## config.mk

```make
export PLATFORM = sky130hd
export DESIGN_NAME = sws_sensor_rx
export DESIGN_NICKNAME = d
export VERILOG_FILES = /design/src/rtl/sws_pkg.sv /design/src/rtl/sws_sync.sv /design/src/rtl/sws_tick.sv /design/src/rtl/sws_phase_meter.sv /design/src/rtl/sws_sensor_rx.sv
export SDC_FILE = /design/constraint.sdc
export NUM_CORES = 1
export LEC_CHECK = 0
export BUFFER_PORTS_ARGS = -buffer_cell sky130_fd_sc_hd__buf_2
export CORE_MARGIN = 5
export CORE_UTILIZATION = 30
export DETAILED_ROUTE_END_ITERATION = 10
export GPL_TIMING_DRIVEN = 0
export PLACE_DENSITY = 0.58
export SYNTH_ARGS = -nofsm -noshare
export SYNTH_HDL_FRONTEND = slang
export SYNTH_SLANG_ARGS = --single-unit
```

## constraint.sdc

```tcl
create_clock -name clk -period 3.9 [get_ports clk]
set_input_delay 0.78 -clock clk [delete_from_list [all_inputs] [get_ports clk]]
set_output_delay 0.78 -clock clk [all_outputs]
set_load 0.005 [all_outputs]
```

## src/rtl/sws_pkg.sv

```systemverilog
package sws_pkg;

    localparam int FRAME_BITS = 40;

    typedef enum logic [2:0] {
        ST_IDLE,
        ST_START_LOW,
        ST_CAPTURE,
        ST_DECODE,
        ST_HOLDOFF
    } sws_state_e;

    typedef enum logic [1:0] {
        FC_NONE        = 2'd0,
        FC_NO_RESPONSE = 2'd1,
        FC_FRAMING     = 2'd2,
        FC_CHECKSUM    = 2'd3
    } sws_fail_e;

endpackage

```

## src/rtl/sws_sync.sv

```systemverilog
module sws_sync #(
    parameter int STAGES = 2
) (
    input  logic clk,
    input  logic rst_n,
    input  logic d,
    output logic q
);
    logic [STAGES-1:0] chain;

    // idle level of a pulled-up line is high
    always_ff @(posedge clk or negedge rst_n) begin
        if (!rst_n) chain <= '1;
        else        chain <= {chain[STAGES-2:0], d};
    end

    assign q = chain[STAGES-1];
endmodule

```

## src/rtl/sws_tick.sv

```systemverilog
module sws_tick #(
    parameter int DIV = 2
) (
    input  logic clk,
    input  logic rst_n,
    input  logic restart,
    output logic tick
);
    localparam int PW = (DIV > 1) ? $clog2(DIV) : 1;

    logic [PW-1:0] pre;

    assign tick = (pre == PW'(DIV - 1));

    always_ff @(posedge clk or negedge rst_n) begin
        if (!rst_n)              pre <= '0;
        else if (restart || tick) pre <= '0;
        else                     pre <= pre + 1'b1;
    end

    generate
        if (DIV > 1) begin : g_gap
            AST_TICK_GAP: assert property (@(posedge clk) disable iff (!rst_n)
                tick |=> !tick);
        end
    endgenerate
endmodule

```

## src/rtl/sws_phase_meter.sv

```systemverilog
module sws_phase_meter #(
    parameter int MAXHI_US = 150,
    parameter int IDLE_US  = 200
) (
    input  logic       clk,
    input  logic       rst_n,
    input  logic       arm,
    input  logic       lvl,
    input  logic       tick,
    input  logic [7:0] thresh,
    output logic       ph_done,
    output logic       ph_bit,
    output logic       ph_long,
    output logic       idle_hit
);
    localparam int IW = $clog2(IDLE_US + 1);

    logic          prev;
    logic          in_high;
    logic [7:0]    hi_us;
    logic [IW-1:0] idle_us;

    assign idle_hit = (idle_us == IW'(IDLE_US));

    always_ff @(posedge clk or negedge rst_n) begin
        if (!rst_n) begin
            prev    <= 1'b1;
            in_high <= 1'b0;
            hi_us   <= '0;
            idle_us <= '0;
            ph_done <= 1'b0;
            ph_bit  <= 1'b0;
            ph_long <= 1'b0;
        end else begin
            ph_done <= 1'b0;
            prev    <= lvl;
            if (!arm) begin
                in_high <= 1'b0;
                hi_us   <= '0;
                idle_us <= '0;
            end else if (lvl && !prev) begin
                in_high <= 1'b1;
                hi_us   <= '0;
                idle_us <= '0;
            end else if (!lvl && prev) begin
                in_high <= 1'b0;
                idle_us <= '0;
                if (in_high) begin
                    ph_done <= 1'b1;
                    ph_bit  <= (hi_us > thresh);
                    ph_long <= (hi_us > 8'(MAXHI_US));
                end
            end else if (tick) begin
                if (in_high && hi_us != 8'hFF) hi_us <= hi_us + 1'b1;
                if (!idle_hit) idle_us <= idle_us + 1'b1;
            end
        end
    end

    AST_PH_AFTER_HIGH: assert property (@(posedge clk) disable iff (!rst_n)
        ph_done |-> !in_high);
endmodule

```

## src/rtl/sws_sensor_rx.sv

```systemverilog
module sws_sensor_rx
    import sws_pkg::*;
#(
    parameter int CLK_PER_US = 50,
    parameter int IDLE_US    = 200,
    parameter int MAXHI_US   = 150,
    parameter int HOLDOFF_US = 2000000
) (
    input  logic        clk,
    input  logic        rst_n,
    input  logic        start_req,
    input  logic [15:0] start_len_us,
    input  logic [7:0]  thresh_us,
    input  logic        line_in,
    output logic        line_drive_low,
    output logic        busy,
    output logic [31:0] data_out,
    output logic        sum_ok,
    output logic        done,
    output logic        fail,
    output logic [1:0]  fail_code
);
    localparam int UW = ($clog2(HOLDOFF_US + 1) > 17) ? $clog2(HOLDOFF_US + 1) : 17;
    localparam int CW = $clog2(FRAME_BITS + 2);

    sws_state_e state, nxt;
    sws_fail_e  verdict;

    logic                  lvl, tick, restart;
    logic                  ph_done, ph_bit, ph_long, idle_hit;
    logic [FRAME_BITS-1:0] sh;
    logic [CW-1:0]         cnt;
    logic                  long_seen;
    logic [UW-1:0]         ucnt;
    logic [7:0]            sum_calc;
    logic                  start_last, hold_last;

    sws_sync #(.STAGES(2)) u_sync (
        .clk(clk), .rst_n(rst_n), .d(line_in), .q(lvl)
    );

    sws_tick #(.DIV(CLK_PER_US)) u_tick (
        .clk(clk), .rst_n(rst_n), .restart(restart), .tick(tick)
    );

    sws_phase_meter #(.MAXHI_US(MAXHI_US), .IDLE_US(IDLE_US)) u_meter (
        .clk(clk), .rst_n(rst_n), .arm(state == ST_CAPTURE), .lvl(lvl),
        .tick(tick), .thresh(thresh_us), .ph_done(ph_done), .ph_bit(ph_bit),
        .ph_long(ph_long), .idle_hit(idle_hit)
    );

    assign sum_calc   = sh[39:32] + sh[31:24] + sh[23:16] + sh[15:8];
    assign start_last = tick && ((ucnt + UW'(1)) >= UW'(start_len_us));
    assign hold_last  = tick && ((ucnt + UW'(1)) >= UW'(HOLDOFF_US));

    always_comb begin
        if (cnt < CW'(FRAME_BITS))   verdict = FC_NO_RESPONSE;
        else if (long_seen)          verdict = FC_FRAMING;
        else if (sum_calc != sh[7:0]) verdict = FC_CHECKSUM;
        else                         verdict = FC_NONE;
    end

    // next state
    always_comb begin
        nxt = state;
        unique case (state)
            ST_IDLE:      if (start_req)  nxt = ST_START_LOW;            // go
            ST_START_LOW: if (start_last) nxt = ST_CAPTURE;              // release
            ST_CAPTURE:   if (idle_hit)   nxt = ST_DECODE;               // quiet
            ST_DECODE:    nxt = (verdict == FC_NONE) ? ST_IDLE : ST_HOLDOFF; // pass / reject
            ST_HOLDOFF:   if (hold_last)  nxt = ST_IDLE;                 // expire
            default:      nxt = ST_IDLE;
        endcase
    end

    assign restart = (state == ST_IDLE && start_req) ||
                     (state == ST_DECODE && verdict != FC_NONE);

    // state register
    always_ff @(posedge clk or negedge rst_n) begin
        if (!rst_n) state <= ST_IDLE;
        else        state <= nxt;
    end

    // microsecond counter within a state, frame shift register
    always_ff @(posedge clk or negedge rst_n) begin
        if (!rst_n) begin
            ucnt      <= '0;
            sh        <= '0;
            cnt       <= '0;
            long_seen <= 1'b0;
        end else begin
            if (nxt != state) ucnt <= '0;
            else if (tick)    ucnt <= ucnt + 1'b1;

            if (state == ST_IDLE && start_req) begin
                sh        <= '0;
                cnt       <= '0;
                long_seen <= 1'b0;
            end else if (state == ST_CAPTURE && ph_done) begin
                sh        <= {sh[FRAME_BITS-2:0], ph_bit};
                if (cnt != CW'(FRAME_BITS)) cnt <= cnt + 1'b1;
                long_seen <= long_seen | ph_long;
            end
        end
    end

    // outputs
    always_ff @(posedge clk or negedge rst_n) begin
        if (!rst_n) begin
            data_out  <= '0;
            sum_ok    <= 1'b0;
            done      <= 1'b0;
            fail      <= 1'b0;
            fail_code <= 2'd0;
        end else begin
            done <= 1'b0;
            fail <= 1'b0;
            if (state == ST_DECODE) begin
                data_out  <= sh[39:8];
                sum_ok    <= (sum_calc == sh[7:0]);
                fail_code <= verdict;
                if (verdict == FC_NONE) done <= 1'b1;
                else                    fail <= 1'b1;
            end
        end
    end

    always_comb begin
        line_drive_low = (state == ST_START_LOW);
        busy           = (state != ST_IDLE);
    end

    AST_RELEASE_TO_CAPTURE: assert property (@(posedge clk) disable iff (!rst_n)
        $fell(line_drive_low) |-> state == ST_CAPTURE);
    AST_DONE_SUM: assert property (@(posedge clk) disable iff (!rst_n)
        done |-> sum_ok);
    AST_DONE_FAIL_EXCL: assert property (@(posedge clk) disable iff (!rst_n)
        !(done && fail));
    AST_FAIL_CODE: assert property (@(posedge clk) disable iff (!rst_n)
        fail |-> fail_code != 2'd0);
    AST_NO_RESP_COUNT: assert property (@(posedge clk) disable iff (!rst_n)
        (fail && fail_code == 2'd1) |-> cnt < CW'(FRAME_BITS));
    AST_HOLDOFF_NO_DRIVE: assert property (@(posedge clk) disable iff (!rst_n)
        (state == ST_HOLDOFF && start_req) |=> !line_drive_low);
endmodule

```

==> metrics.txt, run 1 <==
met1 GRT Util between 15 and 20%; Max IR drop VDD 0.000357 V; Power Density between 500 and 600 mW/mm^2; Synth Instances about 860; max_slew headroom 62.1%; area leader, netlist dfrtp_1; root buf cell clkbuf_16; Rows 58; gr usage total about an eighth; Synth top area share between 40% and 50%; crit path max fanout 4; Synth cell types 58; die area between 0.02 and 0.03 sq mm; average cell area after synthesis between 9 and 10 sq um; pins over their slew limit 0; max-cap viol count 0; Setup crit start kind register; router iterations before antenna repair 5; DP Worst Slack -351 ps; RSZ-0062 raised after global routing false; syn nets between 900 and 1000; count leader, synth nand2_1; Routability Congestion about 0.8; Synth async-reset ratio between 90% and 100%; 1st-iter DRT viols ~430; global route total overflow 0; Top FF cell, synth dfrtp_1; static leakage between 4 and 5 nW; WL/cell approximately 14 um; Starting Density 30.6%; arrival time at the worst endpoint 4000 ps; Synth-to-Final Area Change 18.9%; # hold bufs at CTS 0; status finished, final reports clean; worst-case reg-to-reg path depth 14; drt via density 4.71; setup_tns 0 ps; Setup-failing EPs final 0; initial antenna violation count 0; largest cells by area after synthesis dfrtp_1, nand2_1, ha_1; Num CTS Buffers 17; CTS tree yes; ANT nets after route 0; Clock Path Buffers 2; area of the core around 0.025 sq mm; fraction of layout cells with a size suffix above 1 between 10 and 15%; Peak Freq approximately 270 MHz; period utilization a little over nine tenths; CP startpoint sh[17]; Clock transition at path regs 60 ps; H-tree Lvls 4; Least-Margin Pin Slew approximately 570 ps; synthesized cell area roughly 0.0077 sq mm; CP endpoint kind register; Critical Path End done; met3 usage 3.10%; Chip Width roughly 170 um; R2R Path End done; DRC viols 0; Clock Skew approximately 8.0 ps; #FFs+latches synth ~140; met2 Resource Use GR between 20% and 30%; GRT Max-Usage Layer met2; Worst EP required 4220 ps; minimum clock period between 3000 and 4000 ps; Skew-Pair Late Insertion Delay approximately 430 ps; DIE HEIGHT around 170 um; Reg2Reg Setup Slack 220 ps; fin nets 1027; Worst Hold Class primary input to async pin; I/O pin cnt between 60 and 70; Setup CP Type register to register; Placed Cells around 1300; commonest cells in the synthesized netlist nand2_1, dfrtp_1, o21ai_0, nor2_1, inv_1; Clock Sinks roughly 140; final std cells w/o fill ~1300; IO Port Bufs 66; Hold Violations, Final 0; final WL roughly 18 mm; Detailed Place HPWL 13.5 mm; Seq/Total Area, Yosys 44.3%; final setup margin approximately 220 ps; vias in the first global route 6002; number of synthesized flops with an enable pin 0; worst reg2reg startpoint sh[17]; largest net degree at the start of global routing 85; Vias 6054; first-pass GRT wire length slightly above 30 mm; Ant. Diodes 0; Synth warnings 0
critical path, cell delays in order (launching register included):
cell and delay, ps:
dfrtp_1 450, fa_1 520, inv_1 50, fa_1 490
inv_1 40, ha_1 220, fa_1 400, a21o_1 210
a21oi_2 170, o21ai_0 130, xnor2_1 170, nor3_4 240
buf_4 170, nand2_1 70, nor2_1 240
registers in the layout, summed over array words and instances, names as in the netlist, 2 cells and up:
register and count:
fail_code 2, u_tick.pre 6, state 3, sh 40, u_meter.hi_us 8, u_meter.idle_us 8
data_out 32, cnt 6, ucnt 21, u_sync.chain 2
kinds of logic (layout without fill, tap and decap cells):
group	after synthesis	after routing	synth area share (%)
AO/OA/AOI/OAI	116	116	9.21
XOR/XNOR	73	73	8.26
adder cells (fa/ha/maj)	57	57	10.6
buffers and inverters	93	193	4.94
flip-flops	137	137	44.3
multiplexers	5	5	0.662
AND/OR/NAND/NOR	374	374	22.1
worst min path at each step:
stage / from / end / cells after the start
after global routing: rst_n / data_out[29] / 1
after global placement: u_sync.chain[0] / u_sync.chain[1] / 0
after detailed placement: u_sync.chain[0] / u_sync.chain[1] / 0
after CTS: rst_n / data_out[29] / 1
final: rst_n / data_out[29] / 1
after floorplan: u_sync.chain[0] / u_sync.chain[1] / 0
layout by cell type, fill, tap and decap left out, types with 6 or more instances in the layout:
cell and n:
a21oi_1 18, nand3_1 26, nand2b_1 7, fa_1 14
xor2_1 36, and3_1 8, o21ai_0 56, ha_1 42
buf_1 7, clkbuf_16 17, nand2_1 204, o21a_1 6
o31ai_1 7, xnor2_1 37, nor4_1 8, nand4_1 11
dfrtp_1 134, or3_1 6, clkbuf_1 24, inv_1 49
nor3_1 29, nor2_1 50, buf_2 74
routing by layer:
layer | up-vias | routed length, um | part of all wire (%)
li1 | 3025 | - | -
met1 | 2900 | 8250 | 45
met2 | 103 | 9020 | 49
met3 | 26 | 731 | 4.0
met4 | 0 | 323 | 1.8
met5 | - | 0 | 0
per-stage QoR:
stage | hold WS (ps) | cell area, sq um | util (%) | power (mW)
after global placement | 347 | 8490 | 33.5 | 2.83
after floorplan | 345 | 7740 | - | 2.55
after detailed placement | 348 | 8520 | 33.6 | 2.86
final | 309 | 9210 | 36.4 | 4.63
after CTS | 324 | 9170 | 36.2 | 4.64
after global routing | 336 | 9210 | 36.4 | 4.92
where the power goes:
part / leakage (nW) / internal, mW / switching [mW]
clock: 0.307 / 1.10 / 0.620
combinational: 2.28 / 0.498 / 0.657
sequential: 1.88 / 1.58 / 0.168
cell type report:
class / count / area [sq um]
sequential: 137 / 3430
clock buffer: 21 / 460
fill: 2605 / 16100
inverter: 49 / 184
timing repair buffer: 68 / 372
multi-input combinational: 625 / 3980
clock inverter: 11 / 169
buffer: 44 / 199
tap: 330 / 413
timing repair:
action,CTS,global route
setup buffers,0,1
pin swaps,1,1
setup endpoints to repair,29,31
cloned,0,0
resized for setup,4,6
Note: power is estimated with default switching activity, not from simulation.
==> inputs of run 2 (changes only) <==
--- a/config.mk
+++ b/config.mk
@@ -13,4 +13,5 @@
 export PLACE_DENSITY = 0.58
 export SYNTH_ARGS = -nofsm -noshare
 export SYNTH_HDL_FRONTEND = slang
+export SYNTH_HIERARCHICAL = 1
 export SYNTH_SLANG_ARGS = --single-unit
==> metrics.txt, run 2 <==
CP endpoint kind register; #FFs+latches synth about 140; # hold bufs at CTS 0; final core occ roughly 36%; finished layout cell area ~0.0093 sq mm; Synth top area share between 40% and 50%; RSZ-0062 raised after global routing true; Placed Cells about 1100; Rows 59; largest net degree at the start of global routing 72; Hold WS 356 ps; Starting Density 30.3%; area of the core 0.0260 sq mm; final WL 17.3 mm; CTS tree yes; synthesized cell area ~0.0079 sq mm; first-pass GRT wire length 28.9 mm; Least-Margin Pin Slew between 1000 and 1500 ps; final std cells w/o fill roughly 1200; max_slew headroom a little over a quarter; Routability Congestion roughly 0.80; period utilization roughly 97%; Synth async-reset ratio 100%; Hold Violations, Final 0; commonest cells in the synthesized netlist dfrtp_1, inv_1, nor2_1, ha_1; IO Port Bufs 66; Top FF cell, synth dfrtp_1; fillcell total ~2600; Power Density between 400 and 500 mW/mm^2; die area roughly 0.03 sq mm; Final Power 4.31 mW; Reg with most FFs sh; hold path endpoint u_sync/chain[1]; Synth-to-Final Area Change 18.3%; Worst Hold Class register to register; Clock Skew around 9.9 ps; Synth cell types 80; CP max-delay cell fa_1; DRC viols 0; gr usage total 12.1%; biggest regs sh x40, data_out x32, ucnt x21; max-cap viol count 0; ANT nets after route 0; CP cell instances fa_1 > inv_1 > fa_1 > inv_1 > ha_4 > fa_2 > a21oi_2 > o21bai_1 > xnor2_1 > nor4_1 > a21boi_2 > a31oi_2 > or2_1 > a41o_4 > nor2_2; I/O pin cnt 67; Clock transition at path regs around 60 ps; R2R Path End u_tick/pre[3]; HP Start u_sync/chain[0]; Reg2Reg Setup Slack ~110 ps; Clock Sinks about 140; final setup margin about 110 ps; DP Worst Slack -126 ps; commonest cells after routing, fill and taps aside dfrtp_1, buf_2, inv_1, nor2_1; area leader, netlist dfrtp_1; status finished, final reports clean; pins over their slew limit 0; Vias around 5600; Setup-failing EPs final 0; fraction of layout cells with a size suffix above 1 25.2%; leading cell type in the layout, fill and taps excluded dfrtp_1; global route total overflow 0; drt via density between 4 and 5; Synth warnings 6; arrival time at the worst endpoint just over 4000 ps; DP Area 0.00867 sq mm; setup_tns 0 ps; WL/cell around 15 um; static leakage 4.47 nW; max reg flops 40; initial antenna violation count 1; Setup CP Type register to register; Max stage delay on crit path about 540 ps; DIE HEIGHT between 150 and 200 um; 1st-iter DRT viols between 200 and 250; Synth Instances a little over 700; worst reg2reg startpoint sh[9]; Num CTS Buffers 17; syn nets between 800 and 900; minimum clock period ~3800 ps; fin nets approximately 900; count leader, synth dfrtp_1; critical path's top delay family adder cells; Setup crit start kind register; average cell area after synthesis 10.9 sq um; H-tree Lvls 4; Detailed Place HPWL 12.8 mm; Skew-Pair Late Insertion Delay between 400 and 500 ps; WHS Path Cells 0; root buf cell clkbuf_16; Seq/Total Area, Yosys 43.5%; vias in the first global route around 5700; Max IR drop VDD approximately 0.00026 V; Chip Width around 170 um; crit path buf inv count 2; crit path max fanout 6; Peak Freq 264 MHz; worst-case reg-to-reg path depth 15; Worst EP required approximately 4300 ps; number of synthesized flops with an enable pin 0; Clock Path Buffers 2; router iterations before antenna repair 4; largest cells by area after synthesis dfrtp_1, ha_1, a22o_1
run 2: changes by cell type in the layout (fill, tap and decap cells not counted), moves of 10 or more:
cell	change
mux2_2	+27
a22o_1	+38
nor3_1	-23
nand2_1	-167
o21ai_0	-38
nor3_2	+19
nand4_1	+10
run 2: where the power goes:
group | switching, mW | internal (mW)
sequential | 0.139 | 1.56
combinational | 0.611 | 0.432
clock | 0.661 | 0.909
total | 1.41 | 2.90
run 2: cell families after synthesis:
kind of cell,count (synthesis),share of synthesized area (%)
and+or+nand+nor,211,16.2
DFF,137,43.5
buffers and inverters,87,4.95
AOI/OAI and AO/OA,129,12.8
adders and majority gates,55,10.1
muxes,33,4.63
xor gates and xnor gates,70,7.78
run 2: what timing repair did:
| item | in CTS | in global routing |
|---|---|---|
| setup buffers | 2 | 0 |
| endpoints found under the setup margin | 6 | 26 |
| pin swaps | 2 | 9 |
| resized for setup | 5 | 11 |
run 2: final cells by class:
cell class / instances / area (sq um) / share of cell area, %
multi-input combinational: 498 / 4130 / 44.2
antenna: 1 / 2.50 / 0.0268
sequential: 137 / 3430 / 36.8
clock buffer: 18 / 439 / 4.71
inverter: 51 / 191 / 2.05
tap: 335 / 419 / 4.49
timing repair buffer: 69 / 379 / 4.06
clock inverter: 14 / 135 / 1.45
buffer: 36 / 199 / 2.13
run 2: worst max path at each step:
stage / startpoint / end / slack (ps) / cells after the start
floorplan: sh[9] / u_tick/pre[5] / 290 / 15
global placement: sh[9] / u_tick/pre[5] / -80 / 15
detailed placement: sh[9] / u_tick/pre[5] / -130 / 15
CTS: sh[9] / u_tick/pre[5] / 20 / 15
global route: sh[9] / u_tick/pre[3] / -60 / 15
finish: sh[9] / u_tick/pre[3] / 110 / 15
run 2: per-layer routing:
metal	share of wire, %	routed length (um)	up-vias	track usage (%)
met4	1.9	323	0	3.83
met3	4.7	807	20	2.97
li1	-	-	2741	-
met5	0	0	-	0
met2	44	7610	97	18.3
met1	49	8540	2734	17.1
run 2: worst register-to-register path, stage by stage (launching register included):
cell and delay, ps:
dfrtp_1 410, fa_1 540, inv_1 50, fa_1 490, inv_1 60, ha_4 170, fa_2 380, a21oi_2 120
o21bai_1 110, xnor2_1 140, nor4_1 220, a21boi_2 230, a31oi_2 110, or2_1 290, a41o_4 290, nor2_2 100
